### src/rtl/rtw_pkg.sv
package rtw_pkg;
  typedef enum logic [1:0] {
    ST_IDLE = 2'd0,
    ST_CHK  = 2'd1,
    ST_REQ  = 2'd2,
    ST_DONE = 2'd3
  } walk_st_e;

  localparam int FLT_W      = 2;
  localparam int FLT_BADCFG = 0;
  localparam int FLT_NOPTE  = 1;

  localparam int ENT_VALID  = 63;
  localparam int ENT_LEAF   = 62;
  localparam int BASE_LSB   = 8;
  localparam int RPN_LSB    = 12;
  localparam int MIN_NLS    = 5;
endpackage

### src/rtl/rtw_index_gen.sv
// Forms the entry address for the current level and flags widths that
// cannot index a table (too narrow, or wider than the bits still left).
module rtw_index_gen
  import rtw_pkg::*;
#(
  parameter int EA_W  = 64,
  parameter int PA_W  = 56,
  parameter int SZ_W  = 6,
  parameter int NLS_W = 5
) (
  input  logic [EA_W-1:0]  ea,
  input  logic [PA_W-1:0]  base,
  input  logic [SZ_W-1:0]  size,
  input  logic [NLS_W-1:0] nls,
  output logic [PA_W-1:0]  ent_addr,
  output logic             cfg_bad
);
  localparam int ENT_BYTES_LG = 3;

  logic [SZ_W-1:0] shamt;
  logic [EA_W-1:0] win;
  logic [EA_W-1:0] idx_mask;
  logic [EA_W-1:0] idx;
  logic [EA_W-1:0] offset;
  logic            too_narrow;
  logic            too_wide;

  always_comb begin
    shamt      = size - SZ_W'(nls);
    win        = ea >> shamt;
    idx_mask   = (EA_W'(1) << nls) - EA_W'(1);
    idx        = win & idx_mask;
    offset     = idx << ENT_BYTES_LG;
    ent_addr   = base + PA_W'(offset);
    too_narrow = (nls < NLS_W'(MIN_NLS));
    too_wide   = (SZ_W'(nls) > size);
    cfg_bad    = too_narrow | too_wide;
  end
endmodule

### src/rtl/rtw_entry_decode.sv
// Splits a fetched entry into its flags, the next-table fields and the
// real address that a leaf would produce for the given page size.
module rtw_entry_decode
  import rtw_pkg::*;
#(
  parameter int EA_W  = 64,
  parameter int PA_W  = 56,
  parameter int SZ_W  = 6,
  parameter int NLS_W = 5,
  parameter int ENT_W = 64
) (
  input  logic [ENT_W-1:0] ent,
  input  logic [EA_W-1:0]  ea,
  input  logic [SZ_W-1:0]  psize,
  output logic             vld,
  output logic             leaf,
  output logic [PA_W-1:0]  next_base,
  output logic [NLS_W-1:0] next_nls,
  output logic [PA_W-1:0]  raddr
);
  localparam logic [PA_W-1:0] BASE_KEEP = ~PA_W'((64'd1 << BASE_LSB) - 64'd1);
  localparam logic [PA_W-1:0] RPN_KEEP  = ~PA_W'((64'd1 << RPN_LSB) - 64'd1);

  logic [EA_W-1:0] pmask;
  logic [PA_W-1:0] rpn;
  logic [PA_W-1:0] low_mask;

  always_comb begin
    vld       = ent[ENT_VALID];
    leaf      = ent[ENT_LEAF];
    next_nls  = NLS_W'(ent);
    next_base = PA_W'(ent) & BASE_KEEP;
    rpn       = PA_W'(ent) & RPN_KEEP;
    pmask     = (EA_W'(1) << psize) - EA_W'(1);
    low_mask  = PA_W'(pmask);
    raddr     = (rpn & ~low_mask) | (PA_W'(ea) & low_mask);
  end
endmodule

### src/rtl/rtw_ctrl.sv
// Walk sequencer: holds the per-level state, drives the memory port and
// captures the result or fault.
module rtw_ctrl
  import rtw_pkg::*;
#(
  parameter int EA_W       = 64,
  parameter int PA_W       = 56,
  parameter int SZ_W       = 6,
  parameter int NLS_W      = 5,
  parameter int ENT_W      = 64,
  parameter int MAX_LEVELS = 8
) (
  input  logic              clk,
  input  logic              rst_n,
  input  logic              start,
  input  logic [EA_W-1:0]   ea_in,
  input  logic [PA_W-1:0]   root_base,
  input  logic [NLS_W-1:0]  root_nls,
  input  logic [SZ_W-1:0]   tot_size,
  output logic              busy,
  output logic              done,
  output logic              mem_req,
  output logic [PA_W-1:0]   mem_addr,
  input  logic              mem_ack,
  input  logic [ENT_W-1:0]  mem_rdata,
  output logic [EA_W-1:0]   cur_ea,
  output logic [PA_W-1:0]   cur_base,
  output logic [NLS_W-1:0]  cur_nls,
  output logic [SZ_W-1:0]   cur_size,
  output logic [SZ_W-1:0]   rem_size,
  input  logic [PA_W-1:0]   gen_addr,
  input  logic              gen_bad,
  input  logic              dec_vld,
  input  logic              dec_leaf,
  input  logic [PA_W-1:0]   dec_base,
  input  logic [NLS_W-1:0]  dec_nls,
  input  logic [PA_W-1:0]   dec_raddr,
  output logic [FLT_W-1:0]  fault,
  output logic [PA_W-1:0]   raddr,
  output logic [SZ_W-1:0]   page_size,
  output logic [ENT_W-1:0]  leaf_pte,
  output logic [PA_W-1:0]   leaf_addr
);
  localparam int LVL_W = $clog2(MAX_LEVELS + 1);
  localparam logic [LVL_W-1:0] LAST_LVL = LVL_W'(MAX_LEVELS - 1);

  walk_st_e          st_q, st_d;
  logic [EA_W-1:0]   ea_q;
  logic [PA_W-1:0]   base_q, base_d;
  logic [NLS_W-1:0]  nls_q, nls_d;
  logic [SZ_W-1:0]   size_q, size_d;
  logic [LVL_W-1:0]  lvl_q, lvl_d;
  logic [PA_W-1:0]   addr_q;
  logic [FLT_W-1:0]  flt_q, flt_d;
  logic [PA_W-1:0]   ra_q;
  logic [SZ_W-1:0]   ps_q;
  logic [ENT_W-1:0]  pte_q;
  logic [PA_W-1:0]   la_q;

  logic walk_ld, step_ld, addr_ld, flt_ld, res_ld;

  assign rem_size = size_q - SZ_W'(nls_q);

  // next-state and enables
  always_comb begin
    st_d    = st_q;
    walk_ld = 1'b0;
    step_ld = 1'b0;
    addr_ld = 1'b0;
    flt_ld  = 1'b0;
    res_ld  = 1'b0;
    flt_d   = '0;
    unique case (st_q)
      ST_IDLE: begin
        if (start) begin
          walk_ld = 1'b1;
          st_d    = ST_CHK;
        end
      end
      ST_CHK: begin
        if (gen_bad) begin
          flt_ld             = 1'b1;
          flt_d[FLT_BADCFG]  = 1'b1;
          st_d               = ST_DONE;
        end else begin
          addr_ld = 1'b1;
          st_d    = ST_REQ;
        end
      end
      ST_REQ: begin
        if (mem_ack) begin
          if (!dec_vld) begin
            flt_ld            = 1'b1;
            flt_d[FLT_NOPTE]  = 1'b1;
            st_d              = ST_DONE;
          end else if (dec_leaf) begin
            res_ld = 1'b1;
            st_d   = ST_DONE;
          end else if (lvl_q == LAST_LVL) begin
            flt_ld            = 1'b1;
            flt_d[FLT_BADCFG] = 1'b1;
            st_d              = ST_DONE;
          end else begin
            step_ld = 1'b1;
            st_d    = ST_CHK;
          end
        end
      end
      ST_DONE: st_d = ST_IDLE;
      default: st_d = ST_IDLE;
    endcase
  end

  // per-level data selection
  always_comb begin
    base_d = base_q;
    nls_d  = nls_q;
    size_d = size_q;
    lvl_d  = lvl_q;
    if (walk_ld) begin
      base_d = root_base;
      nls_d  = root_nls;
      size_d = tot_size;
      lvl_d  = '0;
    end else if (step_ld) begin
      base_d = dec_base;
      nls_d  = dec_nls;
      size_d = rem_size;
      lvl_d  = lvl_q + LVL_W'(1);
    end
  end

  always_ff @(posedge clk or negedge rst_n) begin
    if (!rst_n) begin
      st_q <= ST_IDLE;
    end else begin
      st_q <= st_d;
    end
  end

  always_ff @(posedge clk or negedge rst_n) begin
    if (!rst_n) begin
      ea_q   <= '0;
      base_q <= '0;
      nls_q  <= '0;
      size_q <= '0;
      lvl_q  <= '0;
    end else begin
      if (walk_ld) ea_q <= ea_in;
      if (walk_ld || step_ld) begin
        base_q <= base_d;
        nls_q  <= nls_d;
        size_q <= size_d;
        lvl_q  <= lvl_d;
      end
    end
  end

  always_ff @(posedge clk or negedge rst_n) begin
    if (!rst_n) begin
      addr_q <= '0;
    end else if (addr_ld) begin
      addr_q <= gen_addr;
    end
  end

  always_ff @(posedge clk or negedge rst_n) begin
    if (!rst_n) begin
      flt_q <= '0;
    end else if (walk_ld) begin
      flt_q <= '0;
    end else if (flt_ld) begin
      flt_q <= flt_d;
    end
  end

  always_ff @(posedge clk or negedge rst_n) begin
    if (!rst_n) begin
      ra_q  <= '0;
      ps_q  <= '0;
      pte_q <= '0;
      la_q  <= '0;
    end else if (walk_ld) begin
      ra_q  <= '0;
      ps_q  <= '0;
      pte_q <= '0;
      la_q  <= '0;
    end else if (res_ld) begin
      ra_q  <= dec_raddr;
      ps_q  <= rem_size;
      pte_q <= mem_rdata;
      la_q  <= addr_q;
    end
  end

  assign busy      = (st_q != ST_IDLE);
  assign done      = (st_q == ST_DONE);
  assign mem_req   = (st_q == ST_REQ);
  assign mem_addr  = addr_q;
  assign cur_ea    = ea_q;
  assign cur_base  = base_q;
  assign cur_nls   = nls_q;
  assign cur_size  = size_q;
  assign fault     = flt_q;
  assign raddr     = ra_q;
  assign page_size = ps_q;
  assign leaf_pte  = pte_q;
  assign leaf_addr = la_q;
endmodule

### src/rtl/rtw_walker.sv
module rtw_walker
  import rtw_pkg::*;
#(
  parameter int EA_W       = 64,
  parameter int PA_W       = 56,
  parameter int SZ_W       = 6,
  parameter int NLS_W      = 5,
  parameter int ENT_W      = 64,
  parameter int MAX_LEVELS = 8
) (
  input  logic              clk,
  input  logic              rst_n,
  input  logic              start,
  input  logic [EA_W-1:0]   ea,
  input  logic [PA_W-1:0]   root_base,
  input  logic [NLS_W-1:0]  root_nls,
  input  logic [SZ_W-1:0]   tot_size,
  output logic              busy,
  output logic              done,
  output logic              mem_req,
  output logic [PA_W-1:0]   mem_addr,
  input  logic              mem_ack,
  input  logic [ENT_W-1:0]  mem_rdata,
  output logic [FLT_W-1:0]  fault,
  output logic [PA_W-1:0]   raddr,
  output logic [SZ_W-1:0]   page_size,
  output logic [ENT_W-1:0]  leaf_pte,
  output logic [PA_W-1:0]   leaf_addr
);
  logic [EA_W-1:0]  cur_ea;
  logic [PA_W-1:0]  cur_base;
  logic [NLS_W-1:0] cur_nls;
  logic [SZ_W-1:0]  cur_size;
  logic [SZ_W-1:0]  rem_size;
  logic [PA_W-1:0]  gen_addr;
  logic             gen_bad;
  logic             dec_vld;
  logic             dec_leaf;
  logic [PA_W-1:0]  dec_base;
  logic [NLS_W-1:0] dec_nls;
  logic [PA_W-1:0]  dec_raddr;

  rtw_index_gen #(
    .EA_W(EA_W), .PA_W(PA_W), .SZ_W(SZ_W), .NLS_W(NLS_W)
  ) u_idx (
    .ea       (cur_ea),
    .base     (cur_base),
    .size     (cur_size),
    .nls      (cur_nls),
    .ent_addr (gen_addr),
    .cfg_bad  (gen_bad)
  );

  rtw_entry_decode #(
    .EA_W(EA_W), .PA_W(PA_W), .SZ_W(SZ_W), .NLS_W(NLS_W), .ENT_W(ENT_W)
  ) u_dec (
    .ent       (mem_rdata),
    .ea        (cur_ea),
    .psize     (rem_size),
    .vld       (dec_vld),
    .leaf      (dec_leaf),
    .next_base (dec_base),
    .next_nls  (dec_nls),
    .raddr     (dec_raddr)
  );

  rtw_ctrl #(
    .EA_W(EA_W), .PA_W(PA_W), .SZ_W(SZ_W), .NLS_W(NLS_W), .ENT_W(ENT_W),
    .MAX_LEVELS(MAX_LEVELS)
  ) u_ctrl (
    .clk       (clk),
    .rst_n     (rst_n),
    .start     (start),
    .ea_in     (ea),
    .root_base (root_base),
    .root_nls  (root_nls),
    .tot_size  (tot_size),
    .busy      (busy),
    .done      (done),
    .mem_req   (mem_req),
    .mem_addr  (mem_addr),
    .mem_ack   (mem_ack),
    .mem_rdata (mem_rdata),
    .cur_ea    (cur_ea),
    .cur_base  (cur_base),
    .cur_nls   (cur_nls),
    .cur_size  (cur_size),
    .rem_size  (rem_size),
    .gen_addr  (gen_addr),
    .gen_bad   (gen_bad),
    .dec_vld   (dec_vld),
    .dec_leaf  (dec_leaf),
    .dec_base  (dec_base),
    .dec_nls   (dec_nls),
    .dec_raddr (dec_raddr),
    .fault     (fault),
    .raddr     (raddr),
    .page_size (page_size),
    .leaf_pte  (leaf_pte),
    .leaf_addr (leaf_addr)
  );
endmodule

### config.mk
export PLATFORM = sky130hd
export DESIGN_NAME = rtw_walker
export DESIGN_NICKNAME = d
export VERILOG_FILES = /design/src/rtl/rtw_pkg.sv /design/src/rtl/rtw_index_gen.sv /design/src/rtl/rtw_entry_decode.sv /design/src/rtl/rtw_ctrl.sv /design/src/rtl/rtw_walker.sv
export SDC_FILE = /design/constraint.sdc
export NUM_CORES = 1
export LEC_CHECK = 0
export ABC_CLOCK_PERIOD_IN_PS = 6900
export BUFFER_PORTS_ARGS = -buffer_cell sky130_fd_sc_hd__buf_2
export CAP_MARGIN = 20
export CORE_ASPECT_RATIO = 1.4
export CORE_MARGIN = 1.5
export CORE_UTILIZATION = 45
export DETAILED_ROUTE_END_ITERATION = 8
export GPL_ROUTABILITY_DRIVEN = 0
export GPL_TIMING_DRIVEN = 0
export PLACE_DENSITY_LB_ADDON = 0.3
export SYNTH_ARGS = -nofsm -noshare
export SYNTH_HDL_FRONTEND = slang
export SYNTH_SLANG_ARGS = --single-unit
### constraint.sdc
create_clock -name clk -period 6.9 [get_ports clk]
set_input_delay 0 -clock clk [delete_from_list [all_inputs] [get_ports clk]]
set_output_delay 0 -clock clk [all_outputs]
set_load 0.02 [all_outputs]
# Yosys cells after proc, flatten, opt, wreduce, memory -nomap -nowiden
# Cells that the tools add are included.
# word_totals
input_bits	199
register_bits	377
# classes
shifts	3
reduce_logical	8
eq_ne	6
n_addsub	5
mux	49
order_cmp	2
bitwise_logic	6
# ops
cell	count
2-to-1 mux 56 bit	6
2-to-1 mux 64 bit	2
bitwise AND 56 bit	2
>> shifter 64 x 6 -> 53 bit	1
adder 56 bit	1
NOT 56 bit	1
OR 56 bit	1
<< shifter 1 x 6 -> 56 bit, first input constant	1
subtractor 56 x 2 -> 56 bit, second input constant	1
bitwise AND 53 bit	1
<< shifter 1 x 5 -> 53 bit, first input constant	1
subtractor 53 x 2 -> 53 bit, second input constant	1
2-to-1 mux 6 bit	4
2-to-1 mux 1 bit	22
2-to-1 mux 2 bit	8
2-to-1 mux 5 bit	2
2-to-1 mux 4 bit	2
one-hot mux 2 bit (4 select lines)	1
nonzero test 2 bit	4
greater-than comparator 5 x 6 -> 1 bit	1
subtractor 6 x 5 -> 6 bit	1
less-than comparator 5 x 3 -> 1 bit, second input constant	1
adder 4 x 1 -> 4 bit, second input constant	1
equality test 2 bit, second input constant	2
other kinds (9)	11

# Logic depth before layout (Yosys ltp)
# Gate-level depths: netlist (run 1).
# depth
word_depth	8
mapped_depth	27
depth_no_buf	25

# Cells and area by module
# From an unflattened synthesis (run 1), not the netlist that was laid out.
# unflattened
cells_unflattened	3121
hier_area_um2	25240.5
# modules_own_cells
mod	instances	area_per_inst_um2	cells_per_inst	seq_area_each_um2
rtw_ctrl	1	15448.6	1651	9434.0
rtw_index_gen	1	7443.4	1124	0.0
rtw_entry_decode	1	2348.5	346	0.0

# Least setup slack after synthesis (run 1)
# No wires, ideal clock.
# synth_timing
path_kind	register to register
startpoint	register u_ctrl.nls_q[1] (netlist: u_ctrl.cur_nls[1])
endpoint	register u_ctrl.addr_q[53] (netlist: u_ctrl.mem_addr[53])
slack_ns	0.874
t_arrival_ns	5.922
period_less_slack_ns	6.026
setup_time_ns	0.104
required_ns	6.796
path_stages_with_launch	28
path_cell_list	dfrtp_1 clkbuf_1 inv_1 clkbuf_1 fa_1 clkbuf_1 buf_2 buf_1 mux2i_1 a21oi_1 nand2_1 nand2_1 nor2_1 a311oi_1 a211oi_1 a221oi_1 ha_1 inv_1 fa_1 nor2b_1 o2111ai_1 a2111o_1 nand3_2 a21oi_2 o311ai_4 a41oi_4 or3_1 o311ai_1
# synth_between
elab_chain_cells	4
elab_cells_between_ends	11
cone_classes	3 x add/sub; 2 x order compare; 2 x shift; 2 x mux; 2 x bitwise
# synth_rtl
element	line_no	text
start, declared	rtw_ctrl.sv:50	logic [NLS_W-1:0] nls_q, nls_d;
start signal, assigned	rtw_ctrl.sv:152	nls_q <= nls_d;
subtractor 6 x 5 -> 6 bit, or another cell as far along	rtw_index_gen.sv:29	shamt = size - SZ_W'(nls);
>> shifter 64 x 6 -> 53 bit, or another cell as far along	rtw_index_gen.sv:30	win = ea >> shamt;
bitwise AND 53 bit / 2-to-1 mux 1 bit (equally long branches)	rtw_index_gen.sv:32, rtw_ctrl.sv:81	
adder 56 bit / 2-to-1 mux 1 bit (equally long branches)	rtw_index_gen.sv:34, rtw_ctrl.sv:73	
end signal, assigned	rtw_ctrl.sv:163	addr_q <= gen_addr;
end, declared	rtw_ctrl.sv:53	logic [PA_W-1:0] addr_q;
# Parallel ways exist; a longest one is shown, timed or not.
# A chain may end at the register's enable or synchronous reset.

# Worst setup path after layout (run 1)
# Ends and elaborated chain as after synthesis.

==> results.md, run 1 <==
* Worst R2R Path Depth at 24
* I/O pin total at 442
* Largest net degree at the start of global routing at 119
* Slew headroom at 20.99%
* Final setup TNS at 0 ns
* Worst-Skew Late Latency at 0.55 ns
* Post-Layout Cell Count at 4368
* Post-synth ARST share at 100.0%
* Synth unique cells at 85
* Die area at 0.05381 mm²
* Reg2reg setup slack at 0.15 ns
* Outcome: complete, but fails checks
* Final Cycle Share at 97.82%
* Die H at 273.9 µm
* Cell Chain, Critical Path: inv_2 -> fa_2 -> buf_2 -> buf_2 -> a211oi_1 -> a21oi_1 -> nand2_1 -> nand2_1 -> nor2_1 -> a311oi_1 -> a211oi_1 -> a221oi_2 -> ha_1 -> inv_1 -> fa_1 -> nor2b_1 -> o2111ai_1 -> a2111o_1 -> nand3_2 -> a21oi_2 -> o311ai_4 -> a41oi_4 -> or3_1 -> o311ai_1
* WL final at 113100 µm
* Yosys warnings at 0
* Crit path to: u_ctrl.mem_addr[53]
* Ys flop type: dfrtp_1
* Initial antenna violation count at 4
* Total gr overflow at 0
* Worst EP required at 7.35 ns
* Fin area at 0.03035 mm²
* DRC errors left at 3
* Dpl cells at 4082
* Cell Area, Placed at 0.02674 mm²
* CTS sink cnt at 377
* Worst Hold Class: in2async
* Final Hold Fails at 0
* CP max stage cell: fa_2
* H-tree depth at 2
* Fill count at 4892
* Cell accounting for the most synthesized area: dfrtp_1
* Most common library cells after synthesis: nand2_1, dfrtp_1, a21oi_1
* Syn Std Cell Area at 0.02358 mm²
* Layout Nets at 3950
* Share of layout cells above drive strength 1 at 17.08%
* CTS buffer count at 37
* Crit path kind: reg2reg
* Final core occ at 58.48%
* Clock transition at path regs at 0.07 ns
* Critical path's largest stage delay at 0.81 ns
* Core Area at 0.05190 mm²
* Port Buffers at 441
* CTS tree: built
* CP Depth at 24
* Vias/cell at 6.184
* Vias in the first global route at 25950
* WL per Instance at 25.90 µm
* CP Data Arrival Time at 7.20 ns
* GRT Util Overall at 41.43%
* Max cap viols at 0
* DP HPWL at 83010 µm
* Sequential fraction of the synthesis area at 40.00%
* Synth top area share at 40.00%
* CTS root buf: clkbuf_16
* Slew Limit Fails at 0
* Initial Util at 45.44%
* Mapped Cells at 2972
* Critical Path Fanout Max at 12
* CP endpoint kind: flop
* Buf/Inv on CP at 4
* Site Rows at 99
* Number of enable flip-flop cells after synthesis at 0
* Via count at 27010
* Most frequent cell after synthesis: nand2_1
* Router iterations before antenna repair at 9
* Clk buf depth at 3
* Clock skew at 0.01510 ns
* Mapped Avg Cell Area at 7.935 µm²
* Worst Max-Slew Pin Slew at 1.185 ns
* Failing checks: DRC
* CP Launch Point: u_ctrl.cur_nls[1]
* Antenna Violating Nets Remaining at 0
* P&R area growth vs syn at 28.69%
* Worst R2R Start: u_ctrl.cur_nls[1]
* Cell family with most CP delay: compound AO/OA/AOI/OAI gates
* Max frequency at 0.1482 GHz
* Die W at 196.5 µm
* Top cells by area, synth: dfrtp_1, nand2_1, a21oi_1
* First-pass GRT wire length at 163400 µm
* Tmin final at 6.750 ns
* Crit start category: flop
* DRT iter0 DRCs at 3309
* Critical register-to-register path endpoint: u_ctrl.mem_addr[53]
* #FFs+latches synth at 377
* Setup Viol. Count Final at 0
[worst reg2reg max path, stage by stage (launching register included)]
cell and delay [ns]:
dfrtp_2 0.48, inv_2 0.17, fa_2 0.81, buf_2 0.35, buf_2 0.36, a211oi_1 0.12, a21oi_1 0.29, nand2_1 0.10
nand2_1 0.15, nor2_1 0.06, a311oi_1 0.30, a211oi_1 0.11, a221oi_2 0.30, ha_1 0.24, inv_1 0.06, fa_1 0.40
nor2b_1 0.20, o2111ai_1 0.23, a2111o_1 0.51, nand3_2 0.12, a21oi_2 0.10, o311ai_4 0.39, a41oi_4 0.22, or3_1 0.39
o311ai_1 0.22
[per-layer routing]
layer	routed length, µm	track usage, %
met2	51670	67.07
met3	11900	12.03
met5	12	0
met1	37310	44.33
met4	12250	36.11
[through the flow]
stage,setup slack [ns],hold slack (ns)
after floorplan,0.8744,-0.2956
final,0.1502,0.04383
after global routing,-0.02625,0.1110
after CTS,0.002354,0.06691
after global placement,-1.759,0.1921
after detailed placement,-0.9848,0.04168
[cell usage in the layout, fill, tap and decap left out, types with 12 or more instances in the layout]
cell type      netlist  routed
o22ai_1             19      19
nand3_1             57      57
dlygate4sd3_1        0     223
nand2_1            861     860
o31ai_1             14      14
ha_1                65      65
inv_1               37      35
nand4_1             18      18
a211oi_1            58      58
xor2_1              23      23
a21o_1              26      26
buf_2               16     462
mux2i_1             96      94
a311oi_1            21      20
clkbuf_1           176     153
o211ai_1            24      24
nor2_1             243     242
a21oi_1            289     287
o21ai_1             96      96
clkbuf_16            0      39
nor3_1              35      34
and3_1              20      20
o21ai_0             73      73
xnor2_1             27      25
mux4_2              30      30
dfrtp_1            377     375
a31oi_1             76      76
buf_1               24      15
nor2b_1             12      12
clkbuf_2             0      21
[sequential cells by signal (all words and copies together) (netlist names)]
name and cells:
u_ctrl.st_q 2, u_ctrl.cur_ea 64, u_ctrl.cur_base 56, u_ctrl.cur_size 6
u_ctrl.lvl_q 4, u_ctrl.mem_addr 56, u_ctrl.cur_nls 5, u_ctrl.raddr 56
u_ctrl.leaf_addr 56, u_ctrl.page_size 6, u_ctrl.fault 2, u_ctrl.leaf_pte 64
[area by class of cell]
type                       instances  area (µm²)  area share [%]
sequential                       377        9437           31.09
clock inverter                     9       108.9          0.3587
inverter                          39       151.4          0.4988
antenna                            5       12.51         0.04123
buffer                           213       902.1           2.972
tap                              656       820.8           2.704
timing repair buffer             672        4569           15.06
multi-input combinational       2344       13260           43.69
clock buffer                      53        1089           3.587
[how the worst min path moves through the flow]
stage                     start                   to  slack [ns]
after floorplan           rst_n   u_ctrl.cur_base[0]       -0.30
after global placement    ea[7]     u_ctrl.cur_ea[7]        0.19
after detailed placement  rst_n     u_ctrl.raddr[11]        0.04
after CTS                 rst_n      u_ctrl.raddr[5]        0.07
after global routing      rst_n  u_ctrl.page_size[0]        0.11
final                     rst_n  u_ctrl.leaf_pte[62]        0.04
[cells by family after synthesis]
group,after synthesis,share of synthesized area [%]
and+or+nand+nor,1297,22.38
AOI/OAI and AO/OA,782,20.28
DFF,377,40.00
buffers and inverters,261,4.382
muxes,137,7.465
adders and majority gates,67,3.618
xor gates and xnor gates,50,1.857
other,1,0.01590
[timing repair]
item | CTS | global route
endpoints found under the setup margin | 33 | 30
pin swaps | 0 | 1
cloned | 0 | 0
setup buffers | 0 | 4
hold endpoints to repair | 374 | 0
resized for setup | 32 | 36
hold buffers | 223 | 0
Power of run 1 is not shown: default switching activity piles up to over one toggle a cycle in this logic, so the estimate is an artifact.
==> run 2, diff against run 1 <==
--- a/config.mk
+++ b/config.mk
@@ -7,10 +7,12 @@
 export LEC_CHECK = 0
 export ABC_CLOCK_PERIOD_IN_PS = 6900
 export BUFFER_PORTS_ARGS = -buffer_cell sky130_fd_sc_hd__buf_2
-export CAP_MARGIN = 20
+export CAP_MARGIN = 30
+export CELL_PAD_IN_SITES_DETAIL_PLACEMENT = 1
+export CELL_PAD_IN_SITES_GLOBAL_PLACEMENT = 1
 export CORE_ASPECT_RATIO = 1.4
 export CORE_MARGIN = 1.5
-export CORE_UTILIZATION = 45
+export CORE_UTILIZATION = 42
 export DETAILED_ROUTE_END_ITERATION = 8
 export GPL_ROUTABILITY_DRIVEN = 0
 export GPL_TIMING_DRIVEN = 0
==> run 2 against run 1 <==
  * The flow now finishes without violations
  * Worst hold slack got worse by 0.026 ns
  * Final area increased by 2.5%
  * Sequential cell count unchanged
  * Count of clock-buffer cells in the layout unchanged
  * Final cell count increased by 2.7%
  * Via count increased by 4.0%
  * Critical path type unchanged
==> results.md, run 2 (synthesis gave the netlist of run 1 again) <==
* Outcome: finished, final reports clean
* CP Data Arrival Time at 7.31 ns
* Tmin final at 6.818 ns
* Slew Limit Fails at 0
* CP endpoint kind: flop
* Initial Util at 42.58%
* Die area at 0.05760 mm²
* Site Rows at 102
* Most frequent cells in the layout: nand2_1, buf_2, dfrtp_1
* Clk buf depth at 3
* WL per Instance at 29.07 µm
* I/O pin total at 442
* GR Util met1 at 46.84%
* Largest net degree at the start of global routing at 124
* DRT iter0 DRCs at 2879
* Clock skew at 0.03105 ns
* Met2 track demand over resource at 72.37%
* First-pass GRT wire length at 189900 µm
* Slew headroom at 21.96%
* Worst-Skew Late Latency at 0.61 ns
* Post-Place Setup Slack at -1.310 ns
* DRC errors left at 0
* H-tree depth at 2
* Setup ws final at 0.08223 ns
* Dpl cells at 4159
* Share of layout cells above drive strength 1 at 18.20%
* Critical Path Fanout Max at 10
* DP HPWL at 92900 µm
* Die H at 283.4 µm
* Final Cycle Share at 98.81%
* Core Area at 0.05539 mm²
* Router iterations before antenna repair at 8
* Worst Hold Class: in2reg
* Crit path kind: reg2reg
* Worst EP required at 7.39 ns
* Antenna Violating Nets Remaining at 0
* Die W at 203.3 µm
* Worst Max-Slew Pin Slew at 1.165 ns
* Max frequency at 0.1467 GHz
* GRT Util Overall at 44.76%
* CTS buffer count at 40
* GR met3 Demand/Resource at 12.82%
* CTS tree: built
* RSZ-0062 raised after global routing: no
* Crit start category: flop
* GR peak layer: met2
* Via count at 28090
* Commonest non-fill, non-tap cell in the layout: nand2_1
* Initial antenna violation count at 7
* Vias in the first global route at 29580
* Port Buffers at 441
* Total gr overflow at 0
* Final Hold Fails at 0
* CTS sink cnt at 377
* Setup Viol. Count Final at 0
* Clock transition at path regs at 0.07 ns
* Layout Nets at 3987
* CTS root buf: clkbuf_16
* Max cap viols at 0
* Vias/cell at 6.262
* WL final at 130400 µm
* Post-Layout Cell Count at 4485
* P&R area growth vs syn at 31.96%
## run 2: worst paths after layout
check	start	to	slack, ns	depth (start not counted)
setup / recovery	u_ctrl.cur_nls[0]	u_ctrl.mem_addr[53]	0.08	21
hold / removal	start	u_ctrl.st_q[1]	0.02	4
setup reg to reg	u_ctrl.cur_nls[0]	u_ctrl.mem_addr[53]	0.08	21
hold reg to reg	u_ctrl.cur_base[2]	u_ctrl.mem_addr[2]	0.48	2
max in group asynchronous	rst_n	u_ctrl.leaf_addr[46]	5.77	4
min in group asynchronous	rst_n	u_ctrl.cur_size[5]	0.03	3
## run 2: layer usage
layer / vias to the layer above / routed length (µm)
li1: 11850 / -
met1: 13530 / 42020
met2: 1901 / 60350
met3: 802 / 12400
met4: 2 / 15580
met5: - / 11
## run 2: area by class of cell
class | instances | area, µm²
diodes | 4 | 10.01
flip-flops and latches | 377 | 9437
well taps | 728 | 910.9
plain buffers | 213 | 933.4
inverters | 39 | 155.1
multi-input cells | 2344 | 13280
repair buffers | 706 | 4972
clock buffers | 53 | 1162
clock inverters | 21 | 266.5
fillers | 6889 | 24270
## run 2: worst max-delay path: stages (launching register included)
cell      delay, ns
dfrtp_1        0.46
ha_1           0.23
inv_1          0.08
fa_2           0.82
buf_6          0.23
clkbuf_4       0.28
buf_4          0.26
mux4_2         0.36
mux2i_1        0.35
nand2_1        0.15
a311oi_1       0.52
a221oi_1       0.14
ha_1           0.43
nand4_1        0.19
or2_1          0.31
a2111o_1       0.45
nand3_2        0.12
a21oi_2        0.10
o311ai_4       0.37
a41oi_4        0.22
or3_1          0.39
o311ai_1       0.22
## run 2: what timing repair did
action                                 in CTS  in global routing
endpoints found under the hold margin     496                  0
setup buffers                               3                  6
setup endpoints to repair                  42                 17
hold buffers                              234                  0
gates resized for setup                    32                 62
pin swaps                                   1                  4
## run 2: metrics by stage
step	utilization [%]	hold slack [ns]	setup TNS, ns	cell area (µm²)
after floorplan	-	-0.2956	0	23620
after global placement	48.28	0.1969	-537.02	26740
after detailed placement	48.57	-0.05003	-24.16	26900
after CTS	55.54	0.01231	0	30760
after global routing	56.19	0.02984	0	31120
final	56.19	0.01823	0	31120
Power of run 2 is left out for the same reason.
